$ cat src/rtl/casc_master_pkg.sv
package casc_master_pkg;

    typedef enum logic [2:0] {
        ST_IDLE     = 3'd0,
        ST_ASK      = 3'd1,
        ST_GRANT    = 3'd2,
        ST_DRIVE    = 3'd3,
        ST_CMD      = 3'd4,
        ST_DROP_CMD = 3'd5,
        ST_DROP_DRV = 3'd6
    } own_state_e;

    localparam int unsigned DEF_HOLD_LIMIT  = 112;
    localparam int unsigned DEF_SYNC_STAGES = 2;

    typedef struct packed {
        logic drq;
        logic master;
        logic drive;
        logic cmd;
    } bus_ctl_t;

    function automatic bus_ctl_t decode_ctl(own_state_e s);
        bus_ctl_t c;
        c.drq    = (s != ST_IDLE);
        c.master = (s != ST_IDLE) && (s != ST_ASK);
        c.drive  = (s == ST_DRIVE) || (s == ST_CMD) || (s == ST_DROP_CMD);
        c.cmd    = (s == ST_CMD);
        return c;
    endfunction

endpackage

$ cat src/rtl/cm_sync.sv
module cm_sync #(
    parameter int unsigned STAGES = 2
) (
    input  logic clk,
    input  logic rst,
    input  logic d_i,
    output logic q_o
);
    logic [STAGES-1:0] chain;

    always_ff @(posedge clk) begin
        if (rst) chain <= '0;
        else     chain <= {chain[STAGES-2:0], d_i};
    end

    assign q_o = chain[STAGES-1];
endmodule

$ cat src/rtl/cm_hold_timer.sv
module cm_hold_timer #(
    parameter int unsigned HOLD_LIMIT = 112
) (
    input  logic clk,
    input  logic rst,
    input  logic run_i,
    output logic expire_o
);
    localparam int unsigned CW = $clog2(HOLD_LIMIT + 1);
    localparam logic [CW-1:0] CUT_AT = CW'(HOLD_LIMIT - 3);
    localparam logic [CW-1:0] CAP    = CW'(HOLD_LIMIT);

    logic [CW-1:0] cnt;

    always_ff @(posedge clk) begin
        if (rst || !run_i)  cnt <= '0;
        else if (cnt != CAP) cnt <= cnt + 1'b1;
    end

    // cnt counts cycles since the master line was pulled (0 in first cycle);
    // release takes 3 more cycles, so cutting here holds exactly HOLD_LIMIT.
    assign expire_o = run_i && (cnt == CUT_AT);

    a_r7_hold_bound: assert property (@(posedge clk) disable iff (rst)
        run_i |-> (cnt < CAP));
endmodule

$ cat src/rtl/cm_own_fsm.sv
module cm_own_fsm
    import casc_master_pkg::*;
(
    input  logic     clk,
    input  logic     rst,
    input  logic     req_i,
    input  logic     ack_s_i,
    input  logic     done_i,
    input  logic     expire_i,
    output bus_ctl_t ctl_o,
    output logic     timeout_o
);
    own_state_e st, st_nx;

    always_comb begin
        st_nx = st;
        unique case (st)
            ST_IDLE:     if (req_i && !ack_s_i) st_nx = ST_ASK;
            ST_ASK:      if (ack_s_i)           st_nx = ST_GRANT;
            ST_GRANT:                           st_nx = ST_DRIVE;
            ST_DRIVE:                           st_nx = ST_CMD;
            ST_CMD:      if (done_i || expire_i) st_nx = ST_DROP_CMD;
            ST_DROP_CMD:                        st_nx = ST_DROP_DRV;
            ST_DROP_DRV:                        st_nx = ST_IDLE;
            default:                            st_nx = ST_IDLE;
        endcase
    end

    always_ff @(posedge clk) begin
        if (rst) begin
            st        <= ST_IDLE;
            timeout_o <= 1'b0;
        end else begin
            st <= st_nx;
            if (st == ST_CMD && expire_i)
                timeout_o <= 1'b1;
            else if (st == ST_IDLE && st_nx == ST_ASK)
                timeout_o <= 1'b0;
        end
    end

    assign ctl_o = decode_ctl(st);

    a_r3_grant_after_ack: assert property (@(posedge clk) disable iff (rst)
        $rose(ctl_o.master) |-> $past(ack_s_i));
    a_r4_drive_after_master: assert property (@(posedge clk) disable iff (rst)
        $rose(ctl_o.drive) |-> $past(ctl_o.master) && !ctl_o.cmd);
    a_r5_cmd_after_drive: assert property (@(posedge clk) disable iff (rst)
        $rose(ctl_o.cmd) |-> $past(ctl_o.drive));
    a_r6_cmd_then_drive: assert property (@(posedge clk) disable iff (rst)
        $fell(ctl_o.cmd) |=> $fell(ctl_o.drive));
    a_r6_drive_then_master: assert property (@(posedge clk) disable iff (rst)
        $fell(ctl_o.drive) |=> $fell(ctl_o.master) && !ctl_o.drq);
    a_r6_master_needs_drq: assert property (@(posedge clk) disable iff (rst)
        ctl_o.master |-> ctl_o.drq);
    a_r8_timeout_on_cut: assert property (@(posedge clk) disable iff (rst)
        $rose(timeout_o) |-> $fell(ctl_o.cmd));
endmodule

$ cat src/rtl/casc_master_seq.sv
module casc_master_seq
    import casc_master_pkg::*;
#(
    parameter int unsigned HOLD_LIMIT  = DEF_HOLD_LIMIT,
    parameter int unsigned SYNC_STAGES = DEF_SYNC_STAGES
) (
    input  logic clk,
    input  logic rst,
    input  logic req_i,
    input  logic dack_i,
    input  logic done_i,
    output logic drq_o,
    output logic master_pull_o,
    output logic drive_en_o,
    output logic cmd_en_o,
    output logic timeout_o
);
    logic     ack_s;
    logic     expire;
    bus_ctl_t ctl;

    cm_sync #(.STAGES(SYNC_STAGES)) u_sync (
        .clk (clk), .rst (rst), .d_i (dack_i), .q_o (ack_s)
    );

    cm_hold_timer #(.HOLD_LIMIT(HOLD_LIMIT)) u_timer (
        .clk (clk), .rst (rst), .run_i (ctl.master), .expire_o (expire)
    );

    cm_own_fsm u_fsm (
        .clk (clk), .rst (rst), .req_i (req_i), .ack_s_i (ack_s),
        .done_i (done_i), .expire_i (expire), .ctl_o (ctl),
        .timeout_o (timeout_o)
    );

    assign drq_o         = ctl.drq;
    assign master_pull_o = ctl.master;
    assign drive_en_o    = ctl.drive;
    assign cmd_en_o      = ctl.cmd;
endmodule

$ cat config.mk
export PLATFORM = sky130hd
export DESIGN_NAME = casc_master_seq
export DESIGN_NICKNAME = d
export VERILOG_FILES = /design/src/rtl/casc_master_pkg.sv /design/src/rtl/cm_sync.sv /design/src/rtl/cm_hold_timer.sv /design/src/rtl/cm_own_fsm.sv /design/src/rtl/casc_master_seq.sv
export SDC_FILE = /design/constraint.sdc
export NUM_CORES = 1
export LEC_CHECK = 0
export BUFFER_PORTS_ARGS = -buffer_cell sky130_fd_sc_hd__buf_4
export CORE_AREA = 2 2 39 41
export CTS_BUF_LIST = sky130_fd_sc_hd__clkbuf_16
export CTS_CLUSTER_DIAMETER = 200
export CTS_CLUSTER_SIZE = 24
export DETAILED_ROUTE_END_ITERATION = 16
export DIE_AREA = 0 0 41 43
export PLACE_DENSITY = 0.7
export SLEW_MARGIN = 20
export SYNTH_ARGS = -nofsm -noshare
export SYNTH_HDL_FRONTEND = slang
export SYNTH_SLANG_ARGS = --single-unit
$ cat constraint.sdc
create_clock -name clk -period 1.8 [get_ports clk]
set_input_delay 0.09 -clock clk [delete_from_list [all_inputs] [get_ports clk]]
set_output_delay 0.09 -clock clk [all_outputs]
set_load 0.01 [all_outputs]
==> results of run 1 <==
flip-flops by register name (all words and copies together) (netlist names):
| signal | cells |
|---|---|
| u_fsm.st | 3 |
| u_sync.chain | 2 |
| u_fsm.timeout_o | 1 |
| u_timer.cnt | 7 |
worst max-delay path by stage:
stage | from | to | cells past startpoint
3_3_place_gp | u_timer.cnt[0] | u_timer.cnt[6] | 4
5_1_grt | u_timer.cnt[0] | u_timer.cnt[6] | 4
3_5_place_dp | u_timer.cnt[0] | u_timer.cnt[6] | 4
2_1_floorplan | u_timer.cnt[0] | u_timer.cnt[6] | 4
6_report | u_timer.cnt[0] | u_timer.cnt[6] | 4
4_1_cts | u_timer.cnt[0] | u_timer.cnt[6] | 4
stage by stage:
step | utilization [%] | power [W] | hold slack [ns] | instances | worst slack (ns)
2_1_floorplan | - | 0.000323 | 0.159 | 70 | 0.575
3_3_place_gp | 51.9 | 0.000339 | 0.305 | 93 | 0.540
3_5_place_dp | 51.9 | 0.000340 | 0.307 | 93 | 0.485
4_1_cts | 57.6 | 0.000755 | 0.0588 | 97 | 0.485
5_1_grt | 57.6 | 0.000771 | 0.0758 | 97 | 0.375
6_report | 57.6 | 0.000743 | 0.0573 | 97 | 0.484
area by class of cell:
type | count | share of cell area, %
Multi-Input combinational cell | 52 | 45.1
Sequential cell | 13 | 32.7
Clock buffer | 3 | 9.42
Timing Repair Buffer | 9 | 8.48
Tap cell | 16 | 2.51
Inverter | 3 | 1.41
Clock inverter | 1 | 0.471
routing by layer:
metal | up-vias | GRT usage, % | share of wire (%)
met5 | - | 0 | 0
met4 | 0 | 16.0 | 3.7
met3 | 5 | 4.71 | 4.2
met2 | 10 | 31.3 | 51
met1 | 250 | 17.0 | 41
li1 | 274 | - | -
power by group through the flow:
stage	logic, W	registers [W]	clock network, W
detailed placement	0.0000334	0.000307	0
global route	0.0000374	0.000302	0.000431
CTS	0.0000335	0.000301	0.000420
global placement	0.0000324	0.000306	0
floorplan	0.0000197	0.000304	0
finish	0.0000328	0.000302	0.000408
cells in the mapped netlist (all sizes together), types with 2 or more instances:
cell | number | area share, %
xor2 | 2 | 2.7
nor2 | 3 | 1.7
or2 | 2 | 1.9
nor2b | 3 | 2.9
nand2 | 4 | 2.3
nand3 | 4 | 3.1
buf | 2 | 2.9
or3 | 3 | 2.9
inv | 3 | 1.7
ha | 3 | 5.8
nor3 | 5 | 3.9
dfxtp | 13 | 40
nor3b | 2 | 3.1
a21oi | 5 | 4.4
and4bb | 2 | 3.9
o21ai | 4 | 3.1
logic make-up (layout without fill, tap and decap cells):
family / after synthesis / count (layout) / synth area share, %
muxes: 1 / 1 / 1.54
and+or+nand+nor: 32 / 32 / 31.0
DFF: 13 / 13 / 40.1
xor gates and xnor gates: 3 / 3 / 4.05
adders and majority gates: 3 / 3 / 5.78
buffers and inverters: 5 / 16 / 4.62
AOI/OAI and AO/OA: 13 / 13 / 12.9
==> impl_summary.txt, run 1 <==
----------------------------------------------------
[Outcome]
  Status ... complete, no violations

[Synth]
  Most frequently used flop master after synthesis ... sky130_fd_sc_hd__dfxtp_1
  EDFF count, synth ... 0
  FF+latch count, synth ... 13
  Synthesized cell area ... 649 µm²
  Part of the Yosys area used for sequential elements ... about two fifths
  Number of warnings issued by yosys ... 0
  Nets in the synthesized netlist ... 78
  Number of unique standard cell types used by synthesis ... 30
  FFs w/ async S/R, synth ... 0%
  Average footprint of a synthesized cell ... 9.28 µm²
  Number of instances in the synthesized netlist ... 70

[Global routing]
  Number of antenna violations at the first check in global routing ... 0
  Remaining global-route overflow ... 0
  Total global routing track utilization ... a little under a fifth
  Largest net degree at the start of global routing ... 11
  First-pass GRT wire length ... roughly 2.1 mm
  Number of global-route vias before repair ... between 500 and 600

[Floorplanning]
  Die height ... between 40 and 50 µm
  Number of rows created at floorplan ... 14
  Area of the die ... ~1800 µm²
  I/O Pins ... 10
  Overall die width ... about 40 µm
  Initial cell density of the core ... a little under half
  Total core area ... roughly 1400 µm²

[Route]
  Drt initial violations ... 5
  Number of iterations in the first detailed-routing pass ... 2
  Wire length per cell after detailed routing ... about 13 µm
  Number of vias per cell after detailed routing ... ~5.6
  Total length of routed wires ... ~1.3 mm
  Via total after detailed routing ... roughly 540
  Number of antenna-violating nets in the routed design ... 0
  Detailed-route DRC error count ... 0

[Layout]
  Commonest cells after routing, fill and taps aside ... sky130_fd_sc_hd__dfxtp_1 (13), sky130_fd_sc_hd__buf_4 (9), sky130_fd_sc_hd__nor3_1 (5)
  Most common cell after layout, fill and taps aside ... sky130_fd_sc_hd__dfxtp_1
  Layout-stage area growth over the synthesis result ... 22.7%
  Antenna diodes ... 0
  Proportion of layout cells with a drive suffix above 1 ... roughly a fifth
  Area of the multi-input gates ... 359 µm²
  Final net count ... 90
  Area of all sequential standard cells ... between 200 and 300 µm²
  Final cell area excluding filler cells ... between 700 and 800 µm²
  Number of filler instances in the final layout ... 123

[CTS]
  Hold-fix buffer count after cts ... 0
  H-tree depth reported by CTS ... 1
  Total clock sinks ... 13
  Number of buffers added by the clock tree synthesis step ... 3
  Max clock buf depth ... 2
  Number of instances resized during post-cts repair ... 0
  Buffers inserted by post-CTS timing repair ... 0
  Buffer type at the clock tree root ... sky130_fd_sc_hd__clkbuf_16
  Clock-pin slew on the worst setup and hold paths ... approximately 0.040 ns
  Clock latency reported for the late side of the worst-skew pair ... 0.24 ns
  CTS tree ... yes

[Power]
  Clock share of power ... roughly 55%
  VDD IR max ... about 0.47 mV
  Power per standard cell area ... between 900 and 1000 nW/µm²
  Part of the power in registers ... between 40% and 50%
  Leakage power ... between 0.3 and 0.4 nW
  Internal power ... ~0.00061 W
  Switching share of power ... between 10% and 20%
  P_sw ... roughly 0.00014 W
  Combinational fraction of design power ... 4.4%

[Setup path]
  Cell-by-cell trace of the critical path ... ha_1, nand3_1, or3_1, a21oi_2
  Reg-to-Reg Start ... u_timer.cnt[0]
  Launching element type of the critical path ... register
  Worst path required time ... 1.97 ns
  Sum of buffers and inverters on the critical path ... 0
  Worst-path cell with the longest stage delay ... sky130_fd_sc_hd__dfxtp_1
  Cell count of the worst reg-to-reg path ... 4
  Crit path DAT ... 1.49 ns
  End of the worst register-to-register path ... u_timer.cnt[6]
  Worst stage delay on the critical path ... between 0.3 and 0.4 ns
  Type of the setup path with the least slack ... register to register
  Slack of the worst reg-to-reg path ... around 0.48 ns
  Critical path fanouts, max ... 5
  Setup crit end kind ... register
  Top cell family by delay on the critical path ... simple AND/OR/NAND/NOR gates

[STA]
  Slew Limit Headroom ... just under 80%
  Max-slew violation count ... 0
  Setup repair after global routing missed its margin ... false
  FMAX ... between 700 and 800 MHz
  Setup TNS Final ... 0 ns
  Count of final setup violators ... 0
  Slew at the pin closest to its max-slew limit ... approximately 0.31 ns
  Min cycle time layout ... roughly 1.3 ns
  Count of endpoints failing hold in the final timing report ... 0
  Final setup skew ... around 0.00072 ns
  Share of the clock period used by the worst path after layout ... 73.1%

[Placed design]
  DPL Wire Length ... 925 µm
  Final RePlAce weighted congestion ... around 0.8
  Count of input and output buffers ... 9
  Instance area after placement ... between 700 and 800 µm²

[Worst hold path]
  Hold path cells ... 2
  Source of the worst hold timing path ... rst
  Hold worst-path end ... u_sync.chain[1]
  Tightest Hold Check Type ... input port to register

[Run]
  Max Cap Violations ... 0

----------------------------------------------------
No activity file was read; power rests on OpenSTA's default activity.
==> inputs of run 2 (changes only) <==
CORE_AREA = default   (was 2 2 39 41)
CORE_MARGIN = 1   (was default)
CORE_UTILIZATION = 47   (was default)
DIE_AREA = default   (was 0 0 41 43)
PLACE_DENSITY = 0.71   (was 0.7)
clock period = 1.2 ns   (was 1.8 ns; I/O delays follow)
==> run 2 against run 1 <==
Setup slack worse by 0.46 ns. Utilization grew 11 points. Clock-buffer cell count unchanged. Hold slack worse by 0.035 ns. Cell count rose by 3.1%. Combinational power is 65% higher. Die area is 13% lower. Global-route usage grew 0.93 points. Register-to-register slack worse by 0.46 ns. Total power increased by 49%. Via count rose by 1.3%. Non-clock buffer count rose by 4. Critical endpoint is now drq_o. Largest power group unchanged.
==> impl_summary.txt, run 2 (synthesis gave the netlist of run 1 again) <==
----------------------------------------------------
[STA]
  Setup repair after global routing missed its margin ... true (was false)
  Max-slew violation count ... 0 (unchanged)
  Count of final setup violators ... 0 (unchanged)
  Post-route worst setup slack ... 0.0268 ns (was 0.484 ns)
  Min cycle time layout ... 1.17 ns
  Slew at the pin closest to its max-slew limit ... 0.314 ns (about the same)
  Count of endpoints failing hold in the final timing report ... 0 (unchanged)
  FMAX ... 852 MHz
  Slew Limit Headroom ... 78.8% (was 79.0%)
  Share of the clock period used by the worst path after layout ... 97.8%
  Final setup skew ... 0.00362 ns (was 0.000723 ns)

[Floorplanning]
  Overall die width ... 39.2 µm (was 41 µm)
  Initial cell density of the core ... 50.5% (was 46.9%)
  Die height ... 39.2 µm (was 43 µm)
  I/O Pins ... 10 (unchanged)
  Area of the die ... 1530 µm² (was 1760 µm²)
  Number of rows created at floorplan ... 13 (was 14)
  Total core area ... 1280 µm² (was 1380 µm²)

[Route]
  Number of vias per cell after detailed routing ... 5.46 (was 5.56)
  Detailed-route DRC error count ... 0 (unchanged)
  Wire length per cell after detailed routing ... 13.1 µm (was 13.0 µm)
  Number of antenna-violating nets in the routed design ... 0 (unchanged)
  Drt initial violations ... 13 (was 5)
  Number of iterations in the first detailed-routing pass ... 4 (was 2)
  Total length of routed wires ... 1.31 mm (was 1.26 mm)
  Via total after detailed routing ... 546 (was 539)

[Setup path]
  Instance count on the critical path ... 2 (was 4)
  Worst stage delay on the critical path ... 0.37 ns (was 0.39 ns)
  Cell count of the worst reg-to-reg path ... 3 (was 4)
  Top cell family by delay on the critical path ... flip-flops (was simple AND/OR/NAND/NOR gates)
  Sum of buffers and inverters on the critical path ... 1 (was 0)
  Worst path required time ... 1.14 ns (was 1.97 ns)
  First element of the critical path ... u_fsm.st[1] (was u_timer.cnt[0])
  Reg-to-Reg Start ... u_fsm.st[1] (was u_timer.cnt[0])
  Launching element type of the critical path ... register (unchanged)
  Type of the setup path with the least slack ... register to output pin (was register to register)
  End of the worst register-to-register path ... u_fsm.timeout_o (was u_timer.cnt[6])
  Slack of the worst reg-to-reg path ... 0.03 ns (was 0.48 ns)
  Crit path DAT ... 1.11 ns (was 1.49 ns)
  Critical path fanouts, max ... 10 (was 5)
  Setup crit end kind ... output pin (was register)
  Setup crit end ... drq_o (was u_timer.cnt[6])
  Cell-by-cell trace of the critical path ... or3_1, buf_4 (was ha_1, nand3_1, or3_1, a21oi_2)
  Worst-path cell with the longest stage delay ... sky130_fd_sc_hd__dfxtp_4 (was sky130_fd_sc_hd__dfxtp_1)

[CTS]
  Number of buffers added by the clock tree synthesis step ... 3 (unchanged)
  Max clock buf depth ... 2 (unchanged)
  H-tree depth reported by CTS ... 1 (unchanged)
  Hold-fix buffer count after cts ... 0 (unchanged)
  Clock-pin slew on the worst setup and hold paths ... 0.04 ns (about the same)
  Clock latency reported for the late side of the worst-skew pair ... 0.24 ns (about the same)
  CTS tree ... yes (unchanged)
  Total clock sinks ... 13 (unchanged)
  Buffer type at the clock tree root ... sky130_fd_sc_hd__clkbuf_16 (unchanged)

[Placed design]
  Count of input and output buffers ... 9 (unchanged)
  Number of placed cells counting well taps ... 96 (was 93)
  Pre-CTS setup slack ... -0.00898 ns (was 0.485 ns)
  DPL Wire Length ... 874 µm (was 925 µm)
  Final RePlAce weighted congestion ... 0.789 (was 0.798)

[Global routing]
  Total global routing track utilization ... 19.6% (was 18.7%)
  Number of global-route vias before repair ... 470 (was 532)
  Largest net degree at the start of global routing ... 11 (unchanged)
  Number of antenna violations at the first check in global routing ... 0 (unchanged)
  First-pass GRT wire length ... 1.95 mm (was 2.10 mm)
  Remaining global-route overflow ... 0 (unchanged)

[Layout]
  Flip-flop count of the largest register after layout ... 7 (unchanged)
  Antenna diodes ... 0 (unchanged)
  Register containing the most flip-flops in the final layout ... u_timer.cnt (unchanged)
  Number of filler instances in the final layout ... 96 (was 123)
  Commonest cells after routing, fill and taps aside ... sky130_fd_sc_hd__buf_4 (13), sky130_fd_sc_hd__dfxtp_1 (7), sky130_fd_sc_hd__nor3_1 (5) (was sky130_fd_sc_hd__dfxtp_1 (13), sky130_fd_sc_hd__buf_4 (9), sky130_fd_sc_hd__nor3_1 (5))
  Final net count ... 94 (was 90)
  Area of all sequential standard cells ... 273 µm² (was 260 µm²)
  Layout-stage area growth over the synthesis result ... 36.0% (was 22.7%)
  Area of the multi-input gates ... 404 µm² (was 359 µm²)
  Largest registers ... u_timer.cnt (7), u_fsm.st (3), u_sync.chain (2) (unchanged)
  Number of standard cells in the final layout excluding fillers ... 100 (was 97)
  Most common cell after layout, fill and taps aside ... sky130_fd_sc_hd__buf_4 (was sky130_fd_sc_hd__dfxtp_1)
  Proportion of layout cells with a drive suffix above 1 ... 40.0% (was 19.8%)

[Worst hold path]
  Source of the worst hold timing path ... rst (unchanged)
  Tightest Hold Check Type ... input port to register (unchanged)

[Power]
  Leakage power ... 0.332 nW (was 0.307 nW)
  Power per standard cell area ... 1260 nW/µm² (was 932 nW/µm²)
  VDD IR max ... 0.731 mV (was 0.473 mV)

[Run]
  Max Cap Violations ... 0 (unchanged)

[Outcome]
  Status ... complete, no violations (unchanged)

----------------------------------------------------
-- run 2: worst reg2reg max path, delay by kind of cell, from the launching register on --
kind / cells / cell delay [ns]
AO/OA/AOI/OAI: 2 / 0.40
AND/OR/NAND/NOR: 1 / 0.27
flip-flops: 1 / 0.37
-- run 2: where the power goes --
part / total, W / internal (W) / switching, W
Clock: 0.000604 / 0.000438 / 0.000167
Combinational: 0.0000541 / 0.0000325 / 0.0000216
Sequential: 0.000451 / 0.000439 / 0.0000116
-- run 2: how the worst min path moves through the flow --
stage | to | slack (ns) | cells past startpoint
finish | u_fsm.st[0] | 0.02 | 2
global route | u_fsm.st[0] | 0.03 | 2
CTS | u_fsm.timeout_o | 0.03 | 2
detailed placement | u_sync.chain[0] | 0.28 | 2
global placement | u_sync.chain[0] | 0.28 | 2
floorplan | u_fsm.timeout_o | 0.13 | 1
-- run 2: repair_timing --
action / in CTS / in global routing
buffers inserted: 0 / 0
resized for setup: 2 / 15
pin swaps: 1 / 2
setup endpoints to repair: 3 / 11
-- run 2: layer usage --
layer / vias up / wire length (µm) / GRT usage (%)
li1: 282 / - / -
met1: 247 / 631 / 23.0
met2: 13 / 614 / 30.8
met3: 4 / 44 / 6.94
met4: 0 / 23 / 10.3
met5: - / 0 / 0
-- run 2: layout make-up --
class,count,area share (%)
Tap cell,15,2.12
Multi-Input combinational cell,52,45.8
Clock inverter,1,0.425
Clock buffer,3,8.50
Inverter,3,1.27
Sequential cell,13,30.9
Timing Repair Buffer,13,11.0
-- run 2: metrics by stage --
step / total power, W / hold WS, ns / utilization (%) / cell area (µm²) / setup TNS, ns
2_1_floorplan: 0.000485 / 0.129 / - / 653 / 0
3_3_place_gp: 0.000509 / 0.278 / 58.4 / 751 / 0
3_5_place_dp: 0.000510 / 0.279 / 58.4 / 751 / -0.00898
4_1_cts: 0.00113 / 0.0340 / 64.8 / 832 / 0
5_1_grt: 0.00115 / 0.0306 / 68.7 / 883 / -0.0202
6_report: 0.00111 / 0.0219 / 68.7 / 883 / 0
